## src/rtl/lsu_lane_align.sv

```systemverilog
module lsu_lane_align (
  input  logic        clk,
  input  logic        rst_n,
  input  logic        req_valid,
  input  logic [3:0]  req_op,
  input  logic [31:0] req_base,
  input  logic [15:0] req_offset,
  input  logic [31:0] req_wdata,
  input  logic [31:0] mem_rdata,
  output logic [31:0] mem_addr,
  output logic        mem_rd,
  output logic [3:0]  mem_we,
  output logic [31:0] mem_wdata,
  output logic        misalign,
  output logic        rsp_valid,
  output logic [31:0] rsp_data
);
  localparam logic [3:0] OP_LB = 4'd0, OP_LH = 4'd1, OP_LW = 4'd2, OP_LBU = 4'd3,
                         OP_LHU = 4'd4, OP_SB = 4'd5, OP_SH = 4'd6, OP_SW = 4'd7,
                         OP_LUI = 4'd8;

  logic [31:0] ea;
  logic is_load, is_store, is_lui, sz_byte, sz_half, sz_word, bad_align;
  logic [3:0]  lanes;
  logic [31:0] wrep;

  assign ea       = req_base + {{16{req_offset[15]}}, req_offset};
  assign is_load  = req_valid && (req_op <= OP_LHU);
  assign is_store = req_valid && (req_op >= OP_SB) && (req_op <= OP_SW);
  assign is_lui   = req_valid && (req_op == OP_LUI);
  assign sz_byte  = (req_op == OP_LB) || (req_op == OP_LBU) || (req_op == OP_SB);
  assign sz_half  = (req_op == OP_LH) || (req_op == OP_LHU) || (req_op == OP_SH);
  assign sz_word  = (req_op == OP_LW) || (req_op == OP_SW);
  assign bad_align = (sz_word && ea[1:0] != 2'b00) || (sz_half && ea[0]);

  always_comb begin
    lanes = 4'b0000;
    wrep  = req_wdata;
    if (sz_byte) begin
      lanes = 4'b1000 >> ea[1:0];
      wrep  = {4{req_wdata[7:0]}};
    end else if (sz_half) begin
      lanes = ea[1] ? 4'b0011 : 4'b1100;
      wrep  = {2{req_wdata[15:0]}};
    end else if (sz_word) begin
      lanes = 4'b1111;
    end
  end

  logic [3:0]  s_op;
  logic [1:0]  s_lane;
  logic        s_lui;
  logic [15:0] s_imm;

  always_ff @(posedge clk or negedge rst_n) begin
    if (!rst_n) begin
      mem_addr  <= '0;
      mem_rd    <= 1'b0;
      mem_we    <= '0;
      mem_wdata <= '0;
      misalign  <= 1'b0;
      s_op      <= '0;
      s_lane    <= '0;
      s_lui     <= 1'b0;
      s_imm     <= '0;
    end else begin
      mem_rd   <= is_load && !bad_align;
      mem_we   <= (is_store && !bad_align) ? lanes : 4'b0000;
      misalign <= (is_load || is_store) && bad_align;
      s_lui    <= is_lui;
      if (req_valid) begin
        mem_addr <= {ea[31:2], 2'b00};
        s_op     <= req_op;
        s_lane   <= ea[1:0];
        s_imm    <= req_offset;
      end
      if (is_store) mem_wdata <= wrep;
    end
  end

  logic [7:0]  pick_b;
  logic [15:0] pick_h;
  logic [31:0] ext;

  assign pick_b = mem_rdata[8*(3-s_lane) +: 8];
  assign pick_h = s_lane[1] ? mem_rdata[15:0] : mem_rdata[31:16];

  always_comb begin
    case (s_op)
      OP_LB:   ext = {{24{pick_b[7]}}, pick_b};
      OP_LBU:  ext = {24'h0, pick_b};
      OP_LH:   ext = {{16{pick_h[15]}}, pick_h};
      OP_LHU:  ext = {16'h0, pick_h};
      default: ext = mem_rdata;
    endcase
  end

  always_ff @(posedge clk or negedge rst_n) begin
    if (!rst_n) begin
      rsp_valid <= 1'b0;
      rsp_data  <= '0;
    end else begin
      rsp_valid <= mem_rd || s_lui;
      if (s_lui)       rsp_data <= {s_imm, 16'h0000};
      else if (mem_rd) rsp_data <= ext;
    end
  end


  mis_blocks_chk: assert property (@(posedge clk) disable iff (!rst_n)
    misalign |-> (mem_we == 4'b0000 && !mem_rd));


  lane_shape_chk: assert property (@(posedge clk) disable iff (!rst_n)
    (mem_we != 4'b0000) |-> ($countones(mem_we) == 1 || mem_we == 4'b1100 ||
                             mem_we == 4'b0011 || mem_we == 4'b1111));


  rd_no_we_chk: assert property (@(posedge clk) disable iff (!rst_n)
    mem_rd |-> (mem_we == 4'b0000));


  rd_rsp_chk: assert property (@(posedge clk) disable iff (!rst_n)
    mem_rd |=> rsp_valid);


  lui_low_zero_chk: assert property (@(posedge clk) disable iff (!rst_n)
    (rsp_valid && !$past(mem_rd)) |-> (rsp_data[15:0] == 16'h0000));
endmodule

```

## config.mk

```make
export PLATFORM = sky130hd
export DESIGN_NAME = lsu_lane_align
export DESIGN_NICKNAME = d
export VERILOG_FILES = /design/src/rtl/lsu_lane_align.sv
export SDC_FILE = /design/constraint.sdc
export NUM_CORES = 1
export LEC_CHECK = 0
export ABC_AREA = 1
export BUFFER_PORTS_ARGS = -buffer_cell sky130_fd_sc_hd__buf_4
export CORE_MARGIN = 4
export CORE_UTILIZATION = 45
export CTS_CLUSTER_DIAMETER = 50
export DETAILED_ROUTE_END_ITERATION = 8
export MAX_ROUTING_LAYER = met4
export PLACE_DENSITY = 0.85
export SLEW_MARGIN = 20
export SYNTH_ARGS = -nofsm -noshare
export SYNTH_HDL_FRONTEND = slang
export SYNTH_SLANG_ARGS = --single-unit
```

## constraint.sdc

```tcl
create_clock -name clk -period 1.5 [get_ports clk]
set_input_delay 0.3 -clock clk [delete_from_list [all_inputs] [get_ports clk]]
set_output_delay 0.3 -clock clk [all_outputs]
set_load 0.02 [all_outputs]
```

; ---- After elaboration in Yosys (flattened, before gate mapping)
; Index checks and enable logic that the tools add are counted.
[totals]
romBits = 0
output_inout_bits = 103
latch_bits = 0
n_memories = 0
register_bits = 124
ram_bits = 0
elab_cells = 62
[classes]
n_reduce_logical = 22
add_sub_neg = 2
n_mul = 0
div_mod_pow = 0
n_eq_ne = 11
shifts = 2
magnitude_cmp = 3
bitwise = 0
muxes = 11
[ops]
columns = cell, n
row1 = 2-to-1 mux 32 bit, 4
row2 = case mux 32 bit (4 select lines), 1
row3 = variable part select 32 x 33 -> 8 bit, 1
row4 = adder 32 bit, 1
row5 = "== test 4 x 3 -> 1 bit, second input constant", 5
row6 = 2-to-1 mux 4 bit, 5
row7 = 2-to-1 mux 16 bit, 1
row8 = "== test 4 x 2 -> 1 bit, second input constant", 3
row9 = logical AND 1 bit, 9
row10 = "== test 4 x 1 -> 1 bit, second input constant", 2
row11 = "<= comparator 4 x 3 -> 1 bit, second input constant", 2
row12 = zero test 4 bit, 2
row13 = logical OR 1 bit, 8
row14 = "== test 4 bit, second input constant", 1
row15 = ">= comparator 4 x 3 -> 1 bit, second input constant", 1
row16 = nonzero test 2 bit, 2
row17 = "right shift 4 x 2 -> 4 bit, first input constant", 1
row18 = "subtractor 2 x 2 -> 3 bit, first input constant", 1
row19 = zero test 1 bit, 1

; ---- Depth between registers and ports, before layout
; Gate-level depths: netlist of the first run.
[logic_depth]
depth_word = 8
ltp_mapped = 12
mapped_depth_nobuf = 12

; ---- Worst setup path before layout of the first run
; No wires, ideal clock.
[synth_timing]
kind = input to register
startpoint = input req_base[0]
endpoint = register mem_addr[16]
arrival_ns = 1.740
setup_slack_ns = -0.305
cell_stages = 9
cell_sequence = ha_1 fa_1 nand3_1 nand3_1 a21oi_1 nor2_1 o21ai_0 nand3_1 nand2_1
[synth_via]
elab_chain_len = 1
[synth_rtl]
columns = element, line
row1 = start: declaration, 6  ; input logic [31:0] req_base,
row2 = adder 32 bit, 27  ; assign ea = req_base + {{16{req_offset[15]}}, req_offset};
row3 = end signal: assignment, 72  ; mem_addr <= {ea[31:2], 2'b00};
row4 = end: declaration, 10  ; output logic [31:0] mem_addr,
; No other way between the ends.
; A chain may end at the register's enable or synchronous reset.

; ---- Final worst setup path of the first run
[layout_timing]
startpoint = register s_op[3]
endpoint = register rsp_data[28]
[layout_via]
elab_chain_len = 4
elab_cells_between_ends = 7
cone_classes = eq/ne: 3 / mux: 3 / reduce/logical: 1
[layout_rtl]
columns = element, line
row1 = start: declaration, 50  ; logic [3:0] s_op;
row2 = start signal: assignment, 73  ; s_op <= req_op;
row3 = == test 4 x 3 -> 1 bit (tied with other cells), 89  ; case (s_op)
row4 = case mux 32 bit (4 select lines) (*), 89
row5 = 2-to-1 mux 32 bit (*), 105  ; else if (mem_rd) rsp_data <= ext;
row6 = 2-to-1 mux 32 bit (*), 104  ; if (s_lui) rsp_data <= {s_imm, 16'h0000};
row7 = end signal: assignment, 104
row8 = end signal: assignment, 105
row9 = end: declaration, 16  ; output logic [31:0] rsp_data
; Every way passes the cells marked *; elsewhere a longest branch is shown, timed or not. The select of a mux whose other input is x is not followed.

==> summary.md, run 1 <==
| Metric | Value |
|---|---|
| Worst EP arrival | `2020 ps` |
| I/O Buffers | `approximately 220` |
| Yosys reg bits | `about 120` |
| DP Worst Slack | `-437.9 ps` |
| Layout cells sized above 1 | `31.82%` |
| Count leader, synth | `nand2_1` |
| Peak Freq | `576.1 MHz` |
| VDD IR max | `0.8285 mV` |
| FF-to-FF path depth | `10` |
| Synth Flop Type | `dfrtp_1` |
| # rows | `48` |
| RSZ-0062 raised after global routing | `yes` |
| Yosys cell types | `40` |
| Period utilisation layout | `115.7%` |
| CTS tree | `yes` |
| Critical path capture point type | `flop` |
| Die Width | `141.6 um` |
| Worst-path clk slew | `60 ps` |
| CTS Sinks | `124` |
| WP depth | `10` |
| Total Die Area | `0.02004 sq mm` |
| Internal power | `about 0.009 W` |
| Cell area after synthesis | `0.008028 sq mm` |
| Root buf cell | `clkbuf_16` |
| CP Launch Type | `flop` |
| H-tree depth | `4` |
| Starting DRT DRC Count | `599` |
| Clock Skews | `5.238 ps` |
| Comb pwr share | `35.8%` |
| Clock latency on the worst-skew pair | `420 ps` |
| Fin. max-slew vios | `0` |
| Final hold violation count | `0` |
| Area grow syn2layout | `49.78%` |
| Ranking of synthesized cells by area | `dfrtp_1 (39%), nand2_1 (19%), inv_1 (8.4%), ha_1 (4.8%), o21ai_0 (4.4%)` |
| Finished Core Util | `between 60 and 70%` |
| Die Height | `around 140 um` |
| Antenna diodes | `0` |
| Largest net degree at the start of global routing | `50` |
| CP Buf/Inv Count | `4` |
| Design area | `0.01202 sq mm` |
| Synth Instances | `around 1200` |
| Hold Path Class | `in2reg` |
| Hold path cells | `2` |
| Critical Path RT | `~1800 ps` |
| GRT Util Overall | `27.35%` |
| 1st-pass router iterations | `5` |
| Critical Path Slowest Stage Cell | `dfrtp_1` |
| Initial antenna violation count | `0` |
| Delay of the slowest cell on the worst path | `390 ps` |
| IO Count | `222` |
| Number of global-route vias before repair | `8712` |
| DP Area | `0.01072 sq mm` |
| Post-synth top area share | `38.65%` |
| Endpoints failing setup | `32` |
| Post-route minimum period | `~1700 ps` |
| Max Cap Viol | `0` |
| Via count | `a little over 9000` |
| Max clock buf depth | `2` |
| CP Cell Sequence | `inv_2 -> buf_4 -> nand4_2 -> nand2_2 -> inv_4 -> nand2_8 -> clkbuf_16 -> nor2_2 -> o21ai_2 -> nand2_1` |
| Residual DRC | `0` |
| Sequential area share after synthesis | `38.65%` |
| Crit path max fanout | `9` |
| PnR worst setup slack | `-235.7 ps` |
| Synth top cells by count | `nand2_1 (409), inv_1 (180), dfrtp_1 (124), nor2_1 (79), o21ai_0 (71)` |
| Routed Antenna Nets | `0` |
| Avg Inst Size Synth | `6.803 sq um` |
| Initial core utilization | `a little under half` |
| Clock power share | `32.6%` |
| PD cells | `about 1200 mW/mm^2` |
| Yosys warnings | `0` |
| Congestion Overflow GR | `0` |
| Status | `finished with violations` |
| Switching Share | `35.25%` |
| Post-synth EDFFs | `0` |
| Yosys top cell by area | `dfrtp_1` |
| First-pass GRT wire length | `42630 um` |
| Crit path max-delay family | `simple AND/OR/NAND/NOR gates` |
| Final TNS setup | `-2639 ps` |
| Leakage power total | `6.480 nW` |
| Core Region | `0.01742 sq mm` |
| DR vias/cell | `roughly 5.3` |
| Pwr Total | `0.01385 W` |
| Asr flop ratio synth | `100.0%` |
| Failing checks | `negative setup slack` |
| RD Place Congestion | `approximately 0.95` |
| Cts bufs inserted | `17` |
| Psw | `0.004883 W` |
| Fin nets | `1640` |
| Routed len/inst | `16.87 um` |
| Sequential fraction of design power | `31.6%` |
| WL final | `a little under 30000 um` |
| Setup CP Type | `reg2reg` |
| Hpwl dp | `20880 um` |
-- through the flow --
stage          hold WS (ps)  cells
5_1_grt               88.65   1727
6_report              98.24   1727
4_1_cts               77.09   1722
2_1_floorplan         4.409   1181
3_5_place_dp          259.1   1684
3_3_place_gp          258.8   1684
-- power by group through the flow --
| stage | sequential, W | combinational, W | clock (W) |
|---|---|---|---|
| global placement | 0.00439 | 0.00443 | 0 |
| global route | 0.00444 | 0.00533 | 0.00473 |
| detailed placement | 0.00440 | 0.00452 | 0 |
| floorplan | 0.00501 | 0.00174 | 0 |
| CTS | 0.00436 | 0.00462 | 0.00456 |
| finish | 0.00438 | 0.00496 | 0.00451 |
-- path summary, 6_finish.rpt --
path,startpoint,slack [ps],end
worst min register to register,mem_addr[24],480,mem_addr[24]
worst min-delay path,req_op[3],100,mem_rd
min in group asynchronous,rst_n,360,rsp_data[1]
max in group asynchronous,rst_n,580,mem_addr[6]
worst max-delay path,s_op[3],-240,rsp_data[28]
worst max register to register,s_op[3],-240,rsp_data[28]
-- flip-flops by register name, summed over array words and instances (netlist names) --
register / cells
mem_we: 4
mem_rd: 1
s_imm: 16
mem_addr: 30
s_lui: 1
rsp_data: 32
mem_wdata: 32
rsp_valid: 1
s_op: 4
s_lane: 2
misalign: 1
-- cell families after synthesis --
logic type      share of synthesized area [%]
compound gates                          14.76
fa+ha+maj                               5.081
xor+xnor                                1.527
flops                                   38.65
mux                                    0.1247
buf+inv                                 11.33
simple gates                            28.48
other cells                           0.04671
-- placed cells by master (no fill, tap or decap), types with 17 or more instances in the layout --
cell         n
o21ai_0     58
nor2_2      24
ha_4        24
inv_1      178
a21oi_1     52
a2bb2oi_1   17
nor2_1      50
dfrtp_1    123
clkbuf_16   19
nand2_1    396
buf_4      311
nand3_1     47
o21ai_1     43
-- layout make-up --
type	instances	area [sq um]
Clock buffer	18	439.2
Clock inverter	14	206.4
Fill cell	1377	5393
Inverter	188	715.7
Multi-Input combinational cell	832	4673
Sequential cell	124	3104
Tap cell	225	281.5
Timing Repair Buffer	325	2597
Timing Repair inverter	1	6.256
-- timing repair --
item | in CTS | in global routing
gates cloned | 2 | 3
resized for setup | 16 | 100
endpoints found under the hold margin | 25 | 0
hold buffers | 1 | 0
setup endpoints to repair | 31 | 55
pin swaps | 12 | 16
setup buffers | 3 | 3
-- per-layer routing --
layer	global-route usage, %	up-vias	part of all wire, %
met2	43.66	483	48
li1	-	4343	-
met3	4.314	116	7.8
met1	34.26	4259	39
met5	-	-	0
met4	12.63	0	5.0
(Power assumes the default switching activity.)
==> inputs of run 2 (changes only) <==
--- a/config.mk
+++ b/config.mk
@@ -12,7 +12,7 @@
 export CTS_CLUSTER_DIAMETER = 50
 export DETAILED_ROUTE_END_ITERATION = 8
 export MAX_ROUTING_LAYER = met4
-export PLACE_DENSITY = 0.85
+export PLACE_DENSITY = 0.73
 export SLEW_MARGIN = 20
 export SYNTH_ARGS = -nofsm -noshare
 export SYNTH_HDL_FRONTEND = slang
==> summary.md, run 2 (synthesized netlist as in run 1, its figures left out) <==
| Metric | Value |
|---|---|
| Leakage power total | `6.581 nW (+1.6%)` |
| Root buf cell | `clkbuf_16` |
| PD cells | `1121 mW/mm^2 (-2.7%)` |
| Starting DRT DRC Count | `582 (-2.8%)` |
| Regs by FF count | `mem_wdata (32), rsp_data (32), mem_addr (30)` |
| Fin. max-slew vios | `0 (unchanged)` |
| Final hold violation count | `0 (unchanged)` |
| Peak Freq | `632.8 MHz (+9.8%)` |
| Core Region | `0.01742 sq mm (unchanged)` |
| Hold Crit Start | `req_wdata[6]` |
| Clock Skews | `12.08 ps (+6.845 ps)` |
| Period utilisation layout | `105.3% (-10 points)` |
| Initial antenna violation count | `0 (unchanged)` |
| Worst-path clk slew | `60 ps (about the same)` |
| Congestion Overflow GR | `0 (unchanged)` |
| WL final | `27970 um (-4.0%)` |
| Crit path max fanout | `8 (-1)` |
| Largest net degree at the start of global routing | `71 (+42%)` |
| RR Startpoint | `s_op[2]` |
| Routed Antenna Nets | `0 (unchanged)` |
| Die Width | `141.6 um (unchanged)` |
| Total Die Area | `0.02004 sq mm (unchanged)` |
| Clock power share | `31.7% (-0.9 points)` |
| PnR worst setup slack | `-80.25 ps (+155.4 ps)` |
| Fin nets | `1663 (+1.4%)` |
| Hold path cells | `3 (+1)` |
| Worst EP arrival | `1860 ps (-160 ps)` |
| RD Place Congestion | `0.8951 (-5.8%)` |
| FF-to-FF path depth | `10 (unchanged)` |
| H-tree depth | `4 (unchanged)` |
| Max clock buf depth | `2 (unchanged)` |
| Reg2reg end | `rsp_data[15]` |
| Internal power | `0.008863 W (-1.2%)` |
| Via count | `8958 (-2.6%)` |
| Psw | `0.004764 W (-2.4%)` |
| Sequential fraction of design power | `31.9% (+0.3 points)` |
| Routed len/inst | `15.98 um (-5.2%)` |
| Switching Share | `34.96% (-0.29 points)` |
| Failing checks | `negative setup slack` |
| DR vias/cell | `5.119 (-3.9%)` |
| Die Height | `141.6 um (unchanged)` |
| 1st-pass router iterations | `5 (unchanged)` |
| Critical Path RT | `1780 ps (about the same)` |
| Antenna diodes | `0 (unchanged)` |
| Commonest non-fill, non-tap cells in the layout | `nand2_1 (393), buf_4 (333), inv_1 (178), dfrtp_1 (123), o21ai_0 (63)` |
| Area grow syn2layout | `51.48%` |
| Post-route minimum period | `1580 ps (-155.4 ps)` |
| CTS tree | `yes` |
| Status | `finished with violations` |
| CTS Sinks | `124 (unchanged)` |
| I/O Buffers | `219 (unchanged)` |
| Hold Path Class | `in2reg` |
| Pwr Total | `0.01363 W (-1.6%)` |
| Critical path capture point type | `flop` |
| First-pass GRT wire length | `42210 um (-0.99%)` |
| Max Cap Viol | `0 (unchanged)` |
| Cts bufs inserted | `17 (unchanged)` |
| Commonest non-fill, non-tap cell in the layout | `nand2_1` |
| Hold endpoint | `mem_wdata[6]` |
| R2r setup slk | `-80 ps (+160 ps)` |
| Residual DRC | `0 (unchanged)` |
| RSZ-0062 raised after global routing | `yes` |
| Number of global-route vias before repair | `8637 (-0.86%)` |
| Endpoints failing setup | `29 (-9.4%)` |
| CP Launch Type | `flop` |
| DP Worst Slack | `-412.2 ps (+25.76 ps)` |
| Setup CP Type | `reg2reg` |
| IO Count | `222 (unchanged)` |
| Comb pwr share | `36.4% (+0.6 points)` |
| Hpwl dp | `20380 um (-2.4%)` |
| Clock latency on the worst-skew pair | `410 ps (about the same)` |
| Initial core utilization | `46.09% (unchanged)` |
| VDD IR max | `0.7800 mV (-5.8%)` |
| # rows | `48 (unchanged)` |
| GRT Util Overall | `26.91% (-0.43 points)` |
| Layout cells sized above 1 | `31.87% (+0.045 points)` |
-- run 2: how the worst max path moves through the flow --
stage,from,to,slack [ps],depth (start not counted)
final,s_op[2],rsp_data[15],-80,10
after global routing,s_op[2],rsp_data[28],-160,10
after global placement,req_offset[15],mem_addr[25],-380,11
after detailed placement,req_offset[15],mem_addr[29],-410,11
after CTS,s_lane[1],rsp_data[17],-20,7
after floorplan,req_base[0],mem_addr[20],-70,10
-- run 2: area by class of cell --
class                           instances  area (sq um)
Multi-Input combinational cell        832          4668
Inverter                              188         713.2
Clock inverter                         12         162.7
Tap cell                              225         281.5
Clock buffer                           20         456.7
Fill cell                            1477          5256
Sequential cell                       124          3104
Timing Repair Buffer                  349          2774
-- run 2: per-layer routing --
layer	routed length (um)	share of wire, %	GRT usage, %
met1	11610	42	34.42
met2	13590	49	43.53
met3	1888	6.7	4.887
met4	888	3.2	8.687
met5	0	0	-
-- run 2: critical path, cell delays in order (launching register included) --
cell	delay, ps
dfrtp_1	400
inv_2	100
buf_4	130
nand4_4	110
nand2_4	120
inv_4	50
nand2_8	130
buf_6	130
nand2_8	90
nor2_2	120
o21ai_1	70
-- run 2: power groups by stage --
stage	clock, W	sequential, W	combinational (W)
after floorplan	0	0.00501	0.00174
after global placement	0	0.00438	0.00449
after detailed placement	0	0.00437	0.00457
after CTS	0.00436	0.00433	0.00462
after global routing	0.00454	0.00442	0.00538
final	0.00432	0.00435	0.00496
-- run 2: per-stage QoR --
step,setup TNS [ps],util [%],hold slack (ps),cells,area (sq um)
2_1_floorplan,-582.5,-,4.409,1181,8159
3_3_place_gp,-11280,62.25,135.0,1704,10840
3_5_place_dp,-13000,62.25,135.2,1704,10840
4_1_cts,-41.61,66.27,96.78,1739,11540
5_1_grt,-4038,69.82,107.4,1750,12160
6_report,-1180,69.82,109.4,1750,12160
-- run 2: timing repair --
action                     CTS  global route
hold endpoints to repair    54             0
hold buffers                 1             0
pin swaps                    4            29
gates cloned                 1             3
setup buffers                1             9
resized for setup           15            91
setup endpoints to repair   34            51
